===== config.mk =====
export PLATFORM = sky130hd
export DESIGN_NAME = fcmp_cr_unit
export DESIGN_NICKNAME = d
export VERILOG_FILES = /design/src/rtl/fcmp_pkg.sv /design/src/rtl/fcmp_classify.sv /design/src/rtl/fcmp_mag_order.sv /design/src/rtl/fcmp_field_merge.sv /design/src/rtl/fcmp_cr_unit.sv
export SDC_FILE = /design/constraint.sdc
export NUM_CORES = 1
export LEC_CHECK = 0
export BUFFER_PORTS_ARGS = -buffer_cell sky130_fd_sc_hd__buf_2
export CAP_MARGIN = 20
export CELL_PAD_IN_SITES_DETAIL_PLACEMENT = 1
export CELL_PAD_IN_SITES_GLOBAL_PLACEMENT = 1
export CORE_UTILIZATION = 32
export CTS_BUF_LIST = sky130_fd_sc_hd__clkbuf_8 sky130_fd_sc_hd__clkbuf_16
export DETAILED_ROUTE_END_ITERATION = 10
export PLACE_DENSITY = 0.78
export SYNTH_ARGS = -nofsm -noshare
export SYNTH_HDL_FRONTEND = slang
export SYNTH_HIERARCHICAL = 1
export SYNTH_SLANG_ARGS = --single-unit

===== constraint.sdc =====
create_clock -name clk -period 0.8 [get_ports clk]
set_input_delay 0.04 -clock clk [delete_from_list [all_inputs] [get_ports clk]]
set_output_delay 0.04 -clock clk [all_outputs]
set_load 0.05 [all_outputs]

===== src/rtl/fcmp_pkg.sv =====
package fcmp_pkg;
  localparam int CC_W = 4;
  localparam logic [CC_W-1:0] CC_LT = 4'b1000;
  localparam logic [CC_W-1:0] CC_GT = 4'b0100;
  localparam logic [CC_W-1:0] CC_EQ = 4'b0010;
  localparam logic [CC_W-1:0] CC_UN = 4'b0001;

  typedef struct packed {
    logic is_nan;
    logic is_snan;
    logic is_zero;
    logic sign;
  } opnd_class_t;
endpackage


===== src/rtl/fcmp_classify.sv =====
module fcmp_classify
  import fcmp_pkg::*;
#(
  parameter int OP_W  = 64,
  parameter int EXP_W = 11
) (
  input  logic [OP_W-1:0] opnd,
  output opnd_class_t     cls,
  output logic [OP_W-2:0] mag
);
  localparam int FRAC_W = OP_W - 1 - EXP_W;

  logic [EXP_W-1:0]  exp_f;
  logic [FRAC_W-1:0] frac_f;
  logic              exp_max;
  logic              frac_nz;

  always_comb begin
    exp_f       = opnd[OP_W-2 -: EXP_W];
    frac_f      = opnd[FRAC_W-1:0];
    exp_max     = &exp_f;
    frac_nz     = |frac_f;
    mag         = opnd[OP_W-2:0];
    cls.sign    = opnd[OP_W-1];
    cls.is_nan  = exp_max && frac_nz;
    cls.is_snan = exp_max && frac_nz && !frac_f[FRAC_W-1];
    cls.is_zero = (opnd[OP_W-2:0] == '0);
  end
endmodule


===== src/rtl/fcmp_mag_order.sv =====
module fcmp_mag_order #(
  parameter int MAG_W   = 63,
  parameter int CHUNK_W = 16
) (
  input  logic [MAG_W-1:0] mag_a,
  input  logic [MAG_W-1:0] mag_b,
  output logic             a_gt,
  output logic             a_lt
);
  localparam int NCH   = (MAG_W + CHUNK_W - 1) / CHUNK_W;
  localparam int PAD_W = NCH * CHUNK_W;

  logic [PAD_W-1:0] pa;
  logic [PAD_W-1:0] pb;
  logic [NCH-1:0]   ch_gt;
  logic [NCH-1:0]   ch_lt;

  always_comb begin
    pa = '0;
    pb = '0;
    pa[MAG_W-1:0] = mag_a;
    pb[MAG_W-1:0] = mag_b;
  end

  genvar gi;
  generate
    for (gi = 0; gi < NCH; gi++) begin : g_chunk
      logic [CHUNK_W-1:0] ca;
      logic [CHUNK_W-1:0] cb;
      assign ca = pa[gi*CHUNK_W +: CHUNK_W];
      assign cb = pb[gi*CHUNK_W +: CHUNK_W];
      assign ch_gt[gi] = (ca > cb);
      assign ch_lt[gi] = (ca < cb);
    end
  endgenerate

  // Highest differing chunk decides; lower chunks are overridden.
  always_comb begin
    a_gt = 1'b0;
    a_lt = 1'b0;
    for (int i = 0; i < NCH; i++) begin
      if (ch_gt[i] || ch_lt[i]) begin
        a_gt = ch_gt[i];
        a_lt = ch_lt[i];
      end
    end
  end
endmodule


===== src/rtl/fcmp_field_merge.sv =====
module fcmp_field_merge
  import fcmp_pkg::*;
#(
  parameter int CR_FIELDS = 8,
  parameter int SEL_W     = $clog2(CR_FIELDS)
) (
  input  logic [CR_FIELDS*CC_W-1:0] cr_cur,
  input  logic                      wr_en,
  input  logic [SEL_W-1:0]          sel,
  input  logic [CC_W-1:0]           code,
  output logic [CR_FIELDS*CC_W-1:0] cr_nxt
);
  localparam int CR_W = CR_FIELDS * CC_W;

  genvar gf;
  generate
    for (gf = 0; gf < CR_FIELDS; gf++) begin : g_fld
      // field gf sits at big-endian bits 4*gf .. 4*gf+3
      localparam int HI = CR_W - 1 - gf * CC_W;
      logic hit;
      assign hit = wr_en && (sel == SEL_W'(gf));
      assign cr_nxt[HI -: CC_W] = hit ? code : cr_cur[HI -: CC_W];
    end
  endgenerate
endmodule


===== src/rtl/fcmp_cr_unit.sv =====
module fcmp_cr_unit
  import fcmp_pkg::*;
#(
  parameter int OP_W      = 64,
  parameter int EXP_W     = 11,
  parameter int CR_FIELDS = 8,
  parameter int STAT_W    = 32,
  parameter int CC_BE_POS = 16,
  parameter int CHUNK_W   = 16,
  localparam int SEL_W    = $clog2(CR_FIELDS),
  localparam int CR_W     = CR_FIELDS * CC_W
) (
  input  logic              clk,
  input  logic              rst_n,
  input  logic              cmp_go,
  input  logic [OP_W-1:0]   opnd_a,
  input  logic [OP_W-1:0]   opnd_b,
  input  logic [SEL_W-1:0]  fld_sel,
  input  logic              unord_mode,
  output logic [CR_W-1:0]   cr_out,
  output logic [STAT_W-1:0] stat_out,
  output logic              inv_out
);
  localparam int MAG_W  = OP_W - 1;
  localparam int CC_LSB = STAT_W - CC_BE_POS - CC_W;

  opnd_class_t      cls_a;
  opnd_class_t      cls_b;
  logic [MAG_W-1:0] mag_a;
  logic [MAG_W-1:0] mag_b;
  logic             mag_gt;
  logic             mag_lt;
  logic [CC_W-1:0]  code_c;
  logic             inv_c;

  logic [CR_W-1:0]  cr_q;
  logic [CR_W-1:0]  cr_d;
  logic [CC_W-1:0]  cc_q;
  logic [CC_W-1:0]  cc_d;
  logic             inv_q;
  logic             inv_d;
  logic             upd_en;

  fcmp_classify #(.OP_W(OP_W), .EXP_W(EXP_W)) u_cls_a (
    .opnd(opnd_a), .cls(cls_a), .mag(mag_a)
  );
  fcmp_classify #(.OP_W(OP_W), .EXP_W(EXP_W)) u_cls_b (
    .opnd(opnd_b), .cls(cls_b), .mag(mag_b)
  );

  fcmp_mag_order #(.MAG_W(MAG_W), .CHUNK_W(CHUNK_W)) u_order (
    .mag_a(mag_a), .mag_b(mag_b), .a_gt(mag_gt), .a_lt(mag_lt)
  );

  // Outcome decision
  always_comb begin
    if (cls_a.is_nan || cls_b.is_nan) begin
      code_c = CC_UN;
    end else if (cls_a.is_zero && cls_b.is_zero) begin
      code_c = CC_EQ;
    end else if (cls_a.sign != cls_b.sign) begin
      code_c = cls_a.sign ? CC_LT : CC_GT;
    end else if (!mag_gt && !mag_lt) begin
      code_c = CC_EQ;
    end else begin
      code_c = (mag_gt ^ cls_a.sign) ? CC_GT : CC_LT;
    end
    if (unord_mode) inv_c = cls_a.is_snan || cls_b.is_snan;
    else            inv_c = cls_a.is_nan || cls_b.is_nan;
  end

  assign upd_en = cmp_go;

  fcmp_field_merge #(.CR_FIELDS(CR_FIELDS), .SEL_W(SEL_W)) u_merge (
    .cr_cur(cr_q), .wr_en(upd_en), .sel(fld_sel), .code(code_c), .cr_nxt(cr_d)
  );

  // Next state
  always_comb begin
    cc_d  = cc_q;
    inv_d = inv_q;
    if (upd_en) begin
      cc_d  = code_c;
      inv_d = inv_c;
    end
  end

  // State registers
  always_ff @(posedge clk or negedge rst_n) begin
    if (!rst_n) begin
      cr_q  <= '0;
      cc_q  <= '0;
      inv_q <= 1'b0;
    end else begin
      cr_q  <= cr_d;
      cc_q  <= cc_d;
      inv_q <= inv_d;
    end
  end

  always_comb begin
    stat_out = '0;
    stat_out[CC_LSB +: CC_W] = cc_q;
  end
  assign cr_out  = cr_q;
  assign inv_out = inv_q;
endmodule


Yosys cells after proc, flatten, opt, wreduce, memory -nomap -nowiden
Index checks and enable logic that the tools add are counted.
{"block": "totals", "in_bits": 135, "ramBits": 0, "rom_bits": 0, "reg_bits": 37, "latchBits": 0, "elab_cells": 73, "n_memories": 0, "out_inout_bits": 65}
{"block": "classes", "n_mux": 15, "shifts": 0, "n_eq_ne": 8, "addsub": 0, "bitwise_logic": 1, "reduce_logical": 31, "order_cmp": 8, "div_mod_pow": 0, "mul": 0}
{"operator": "logical NOT 63 bit", "count": 2}
{"operator": "OR reduction 52 bit", "count": 2}
{"operator": "> comparator 16 bit", "count": 3}
{"operator": "< comparator 16 bit", "count": 3}
{"operator": "2-to-1 mux 4 bit", "count": 6}
{"operator": "AND reduction 11 bit", "count": 2}
{"operator": "> comparator 15 bit", "count": 1}
{"operator": "< comparator 15 bit", "count": 1}
{"operator": "logical AND 1 bit", "count": 14}
{"operator": "== test 3 bit, second input constant", "count": 4}
{"operator": "2-to-1 mux 1 bit", "count": 9}
{"operator": "== test 3 x 2 -> 1 bit, second input constant", "count": 2}
{"operator": "logical OR 1 bit", "count": 6}
{"operator": "logical NOT 1 bit", "count": 4}
{"operator": "== test 3 x 1 -> 1 bit, second input constant", "count": 1}
{"operator": "logical NOT 3 bit", "count": 1}
{"operator": "!= test 1 bit", "count": 1}
{"operator": "XOR 1 bit", "count": 1}

Longest topological paths before layout
{"block": "logic_depth", "ltp_word": 12, "depth_mapped": 13, "mapped_depth_nobuf": 12}

Hierarchy
The synthesis kept the hierarchy.
{"mod": "fcmp_mag_order", "cells_per_inst": 228, "n_inst": 1, "area_each_um2": 1611.5, "seq_area_each_um2": 0.0}
{"mod": "fcmp_classify", "cells_per_inst": 93, "n_inst": 2, "area_each_um2": 670.6, "seq_area_each_um2": 0.0}
{"mod": "fcmp_cr_unit", "cells_per_inst": 88, "n_inst": 1, "area_each_um2": 1291.2, "seq_area_each_um2": 925.9}
{"mod": "fcmp_field_merge", "cells_per_inst": 40, "n_inst": 1, "area_each_um2": 465.4, "seq_area_each_um2": 0.0}

Worst setup path before layout
Ideal clock, no wire load.
{"block": "synth_path", "kind": "input to register", "from": "input opnd_a[5]", "to": "register cc_q[3]", "path_buffers": 1, "setup_slack_ns": -1.783, "t_arrival_ns": 2.517, "required_time_ns": 0.733, "path_stages": 10, "setup_time_ns": 0.067, "path_cell_list": "buf_4 -> ha_1 -> a21o_1 -> a221o_1 -> a2111o_1 -> o31ai_2 -> a211oi_1 -> or2b_1 -> a221oi_2 -> mux2_2"}
{"block": "synth_between", "elab_chain_cells": 12, "elab_cells_between_ends": 25, "classes_between": "order compare: 2; mux: 13; bitwise: 1; reduce/logical: 9"}
{"element": "start, declared", "line_no": "fcmp_cr_unit.sv:16", "rtl": "input logic [OP_W-1:0] opnd_a,"}
{"element": "> comparator 16 bit / < comparator 16 bit (equally long branches)", "line_no": "fcmp_mag_order.sv:32, fcmp_mag_order.sv:33"}
{"element": "logical OR 1 bit", "line_no": "fcmp_mag_order.sv:42", "rtl": "if (ch_gt[i] || ch_lt[i]) begin"}
{"element": "2-to-1 mux 1 bit * (4 in series)", "line_no": "fcmp_mag_order.sv:42"}
{"element": "net mag_gt", "line_no": "fcmp_cr_unit.sv:31", "rtl": "logic mag_gt;"}
{"element": "XOR 1 bit / logical NOT 1 bit (equally long branches)", "line_no": "fcmp_cr_unit.sv:66, fcmp_cr_unit.sv:63"}
{"element": "2-to-1 mux 4 bit / logical AND 1 bit (equally long branches)", "line_no": "fcmp_cr_unit.sv:66, fcmp_cr_unit.sv:63"}
{"element": "2-to-1 mux 4 bit *", "line_no": "fcmp_cr_unit.sv:63", "rtl": "end else if (!mag_gt && !mag_lt) begin"}
{"element": "2-to-1 mux 4 bit *", "line_no": "fcmp_cr_unit.sv:61", "rtl": "end else if (cls_a.sign != cls_b.sign) begin"}
{"element": "2-to-1 mux 4 bit *", "line_no": "fcmp_cr_unit.sv:59", "rtl": "end else if (cls_a.is_zero && cls_b.is_zero) begin"}
{"element": "2-to-1 mux 4 bit *", "line_no": "fcmp_cr_unit.sv:57", "rtl": "if (cls_a.is_nan || cls_b.is_nan) begin"}
{"element": "net code_c[3]", "line_no": "fcmp_cr_unit.sv:33", "rtl": "logic [CC_W-1:0] code_c;"}
{"element": "end signal, assigned", "line_no": "fcmp_cr_unit.sv:92", "rtl": "cc_q <= '0;"}
{"element": "end signal, assigned", "line_no": "fcmp_cr_unit.sv:96", "rtl": "cc_q <= cc_d;"}
{"element": "end, declared", "line_no": "fcmp_cr_unit.sv:38", "rtl": "logic [CC_W-1:0] cc_q;"}
The timed path passes the listed nets; every way through them passes the cells marked *.
A chain may end at the register's enable or synchronous reset.

Worst setup path after layout
{"block": "layout_path", "from": "input opnd_b[60]", "to": "register cr_q[3], in the netlist cr_out[3]"}
{"block": "layout_between", "elab_chain_cells": 9, "elab_cells_between_ends": 19, "classes_between": "order compare: 2; mux: 7; bitwise: 1; reduce/logical: 9"}
{"element": "start, declared", "line_no": "fcmp_cr_unit.sv:17", "rtl": "input logic [OP_W-1:0] opnd_b,"}
{"element": "> comparator 15 bit / < comparator 15 bit (equally long branches)", "line_no": "fcmp_mag_order.sv:32, fcmp_mag_order.sv:33"}
{"element": "logical OR 1 bit", "line_no": "fcmp_mag_order.sv:42"}
{"element": "2-to-1 mux 1 bit *", "line_no": "fcmp_mag_order.sv:42"}
{"element": "net mag_gt", "line_no": "fcmp_cr_unit.sv:31"}
{"element": "XOR 1 bit / logical NOT 1 bit (equally long branches)", "line_no": "fcmp_cr_unit.sv:66, fcmp_cr_unit.sv:63"}
{"element": "2-to-1 mux 4 bit / logical AND 1 bit (equally long branches)", "line_no": "fcmp_cr_unit.sv:66, fcmp_cr_unit.sv:63"}
{"element": "2-to-1 mux 4 bit *", "line_no": "fcmp_cr_unit.sv:63"}
{"element": "2-to-1 mux 4 bit *", "line_no": "fcmp_cr_unit.sv:61"}
{"element": "2-to-1 mux 4 bit *", "line_no": "fcmp_cr_unit.sv:59"}
{"element": "2-to-1 mux 4 bit *", "line_no": "fcmp_cr_unit.sv:57"}
{"element": "net code_c[3]", "line_no": "fcmp_cr_unit.sv:33"}
{"element": "end signal, assigned", "line_no": "fcmp_cr_unit.sv:95", "rtl": "cr_q <= cr_d;"}
{"element": "end, declared", "line_no": "fcmp_cr_unit.sv:36", "rtl": "logic [CR_W-1:0] cr_q;"}
Marks and branches as above.

==> results.toml <==
[placed_design]
gp_congestion = 0.8992
numPortBuffers = 171
hpwl_mm = 12.65

[cts]
tritoncts = "built"
cts-root-buf = "clkbuf_16"
cts_buffer_depth = 2
cts-buffers-inserted = 5
cts.sinks = 37
clk_latency_ps = 280
clkTransAtPathRegs_ps = 60
cts.htree.levels = 2

[sta]
finalSetupViolCount = 74
fin_skew_ps = 0
fin_crit_sh_pct = 302.6
maxSlewViolCount = 0
min_period_ps = 2421
holdWs_ps = 180.2
fmax_ghz = 0.4130
setup_ws_ps = -1621
final-hold-violation-count = 0
rsz0062_at_grt = "yes"

[run]
drv_cap = 0

[synth]
async_flop_share_pct = 100.0
ys_types = 43
yosysWarnings = 6
synth_edf_count = 0
synth_top_area_cell = "buf_4"
syn_area_um2 = 4710
synth_area_leaders = "buf_4 25%, dfrtp_1 20%, ha_1 17%"
ys_ff_latch = 37
syn_avg_cell_area_um2 = 8.689
synthCells = 542
synth_top_cell_area_share_pct = 24.87
synthFlopType = "dfrtp_1"
ys_seq_area_share_pct = 19.66

[routing]
wl_per_cell_um = 17.59
antenna_left = 0
vias = 4372
routed_wl_mm = 15.81
dr.pass1.iters = 4
viasPerCell = 4.863
drt_iter0_drc = 79
drc = 0

[global_route]
grt_first_pass_wirelength_mm = 24.79
grt_overflow = 0
grt_pass1_vias = 4997
grt_max_degree = 38
antenna_found_initial = 2
track_usage_pct = 21.15

[floorplanning]
core_area_um2 = 14100
start_util_pct = 33.41
dieWidth_um = 123.3
rows = 43
die_area_um2 = 15210
pin_count = 200
die_h_um = 123.3

[finish]
n_fill_cell = 1687
fin_nets = 916
post-route-util_pct = 46.57
drive_gt1_share_pct = 55.23
area_delta_synth_final_pct = 39.40

[power_and_ir_drop]
power.density_nw_per_um2 = 1447
leakagePower_nw = 3.450
ir_drop_uv = 960.9

[hold_path]
hold_path_class = "input port to register"
whs_path_depth = 3

[critical_path]
arrival_ps = 2640
criticalPathCategory = "input port to register"
slowest_delay_ps = 390
cp_data_required_time_ps = 1020
worstPathMaxFanout = 5
rr_worst_depth = 1
path_cells = "buf_4 > inv_2 > ha_4 > nand4_1 > nor4_2 > buf_4 > and3_4 > inv_2 > nor4_4 > a211oi_2 > or2b_4 > a221oi_4 > buf_6 > mux2_4"
slowest_stage = "nor4_2"
end_kind = "register"
crit_path_start_kind = "input port"

[outcome]
violations = "negative setup slack"
outcome = "finished, violations left"
==> repair_timing <==
action	4_1_cts	5_1_grt
gates resized for setup	123	15
cloned	1	0
buffers inserted	9	2
hold endpoints to repair	37	0
pin swaps	17	7
hold buffers	1	0
endpoints found under the setup margin	74	74
==> power breakdown <==
part           leakage [nW]  internal [mW]  switching [mW]
Clock                0.0655           1.11           0.729
Combinational          2.91           2.24            2.89
Sequential            0.477           2.20           0.322
==> cell families (layout without fill, tap and decap cells) <==
logic type / count (synthesis) / in the layout / share of synthesized area (%)
and+or+nand+nor: 120 / 120 / 16.47
muxes: 35 / 35 / 8.369
AOI/OAI and AO/OA: 59 / 59 / 8.050
DFF: 37 / 37 / 19.66
xor gates and xnor gates: 1 / 1 / 0.1860
other: 1 / 30 / 0.07963
adders and majority gates: 63 / 63 / 16.74
buffers and inverters: 226 / 374 / 30.45
==> metal layers <==
layer  GRT usage [%]  wire, µm  vias to the layer above
met5               0         0                        -
met4           10.09       760                        0
met3           2.306       458                       53
met2           40.08      8495                      143
met1           23.26      6097                     2087
li1                -         -                     2089
==> area by class of cell <==
class                   instances  area (µm²)  share of cell area, %
multi-input cells             306        2865                  43.64
repair buffers                298        2143                  32.65
flip-flops and latches         37       925.9                  14.10
inverters                      70       270.3                  4.117
well taps                     180       225.2                  3.431
clock buffers                   5       125.1                  1.906
clock inverters                 1       5.005                0.07623
diodes                          2       5.005                0.07623
==> worst max-delay path: cells and delay by family <==
kind	cells	cell delay, ps
AO/OA/AOI/OAI	2	370
adder cells (fa/ha/maj)	1	260
buffers and inverters	5	540
multiplexers	1	150
AND/OR/NAND/NOR	5	1270
==> Yosys cell counts, drive strengths merged, types with 3 or more instances <==
cell type	instances
dfrtp	37
and4bb	3
nor2	10
nand2	15
nand4	19
buf	156
ha	63
a21oi	25
mux2	35
nor4	35
inv	70
nand3	11
nor3	6
and4	6
a21o	4
a211oi	5
nand4b	5
o21ai	12
==> final timing paths <==
path / end / slack, ps / from
hold / removal: inv_out / 180 / unord_mode
min in group asynchronous: cr_out[23] / 250 / rst_n
setup / recovery: cr_out[3] / -1620 / opnd_b[60]
setup reg to reg: cr_out[3] / -40 / cr_out[3]
max in group asynchronous: cr_out[28] / 350 / rst_n
hold reg to reg: cr_out[5] / 540 / cr_out[5]
==> through the flow <==
stage          total power, mW  TNS (ps)  instances  worst slack, ps  instance area, µm²
6_report                 9.501    -55570        899            -1621                6565
5_1_grt                  9.919    -59670        899            -1685                6565
4_1_cts                  9.399    -54770        896            -1589                6489
3_5_place_dp             6.772    -68050        880            -2045                5804
3_3_place_gp             6.584    -64160        880            -1923                5804
2_1_floorplan            5.556    -49960        569            -1722                5006
==> placed cells by master (no fill, tap or decap), types with 3 or more instances in the layout <==
cell type	instances
buf_2	125
buf_4	121
inv_1	61
ha_1	51
buf_6	47
dfrtp_1	37
conb_1	28
mux2_4	26
nor4_1	23
a21oi_1	23
nand4_1	19
nand2_1	15
nand3_1	11
ha_4	11
mux2_2	9
o21ai_0	8
nor4_2	8
inv_2	6
nor3_1	6
nor2_1	5
clkbuf_16	5
nand4b_1	5
o21ai_1	4
nor4_4	4
and4_1	4
a21o_1	4
nor2_2	3
and4bb_4	3
inv_4	3
a211oi_1	3
==> flip-flops by register name (all words and copies together) (netlist names) <==
| register | flops |
|---|---|
| cc_q | 4 |
| cr_out | 32 |
| inv_out | 1 |
Note: power is estimated with default switching activity, not from simulation.
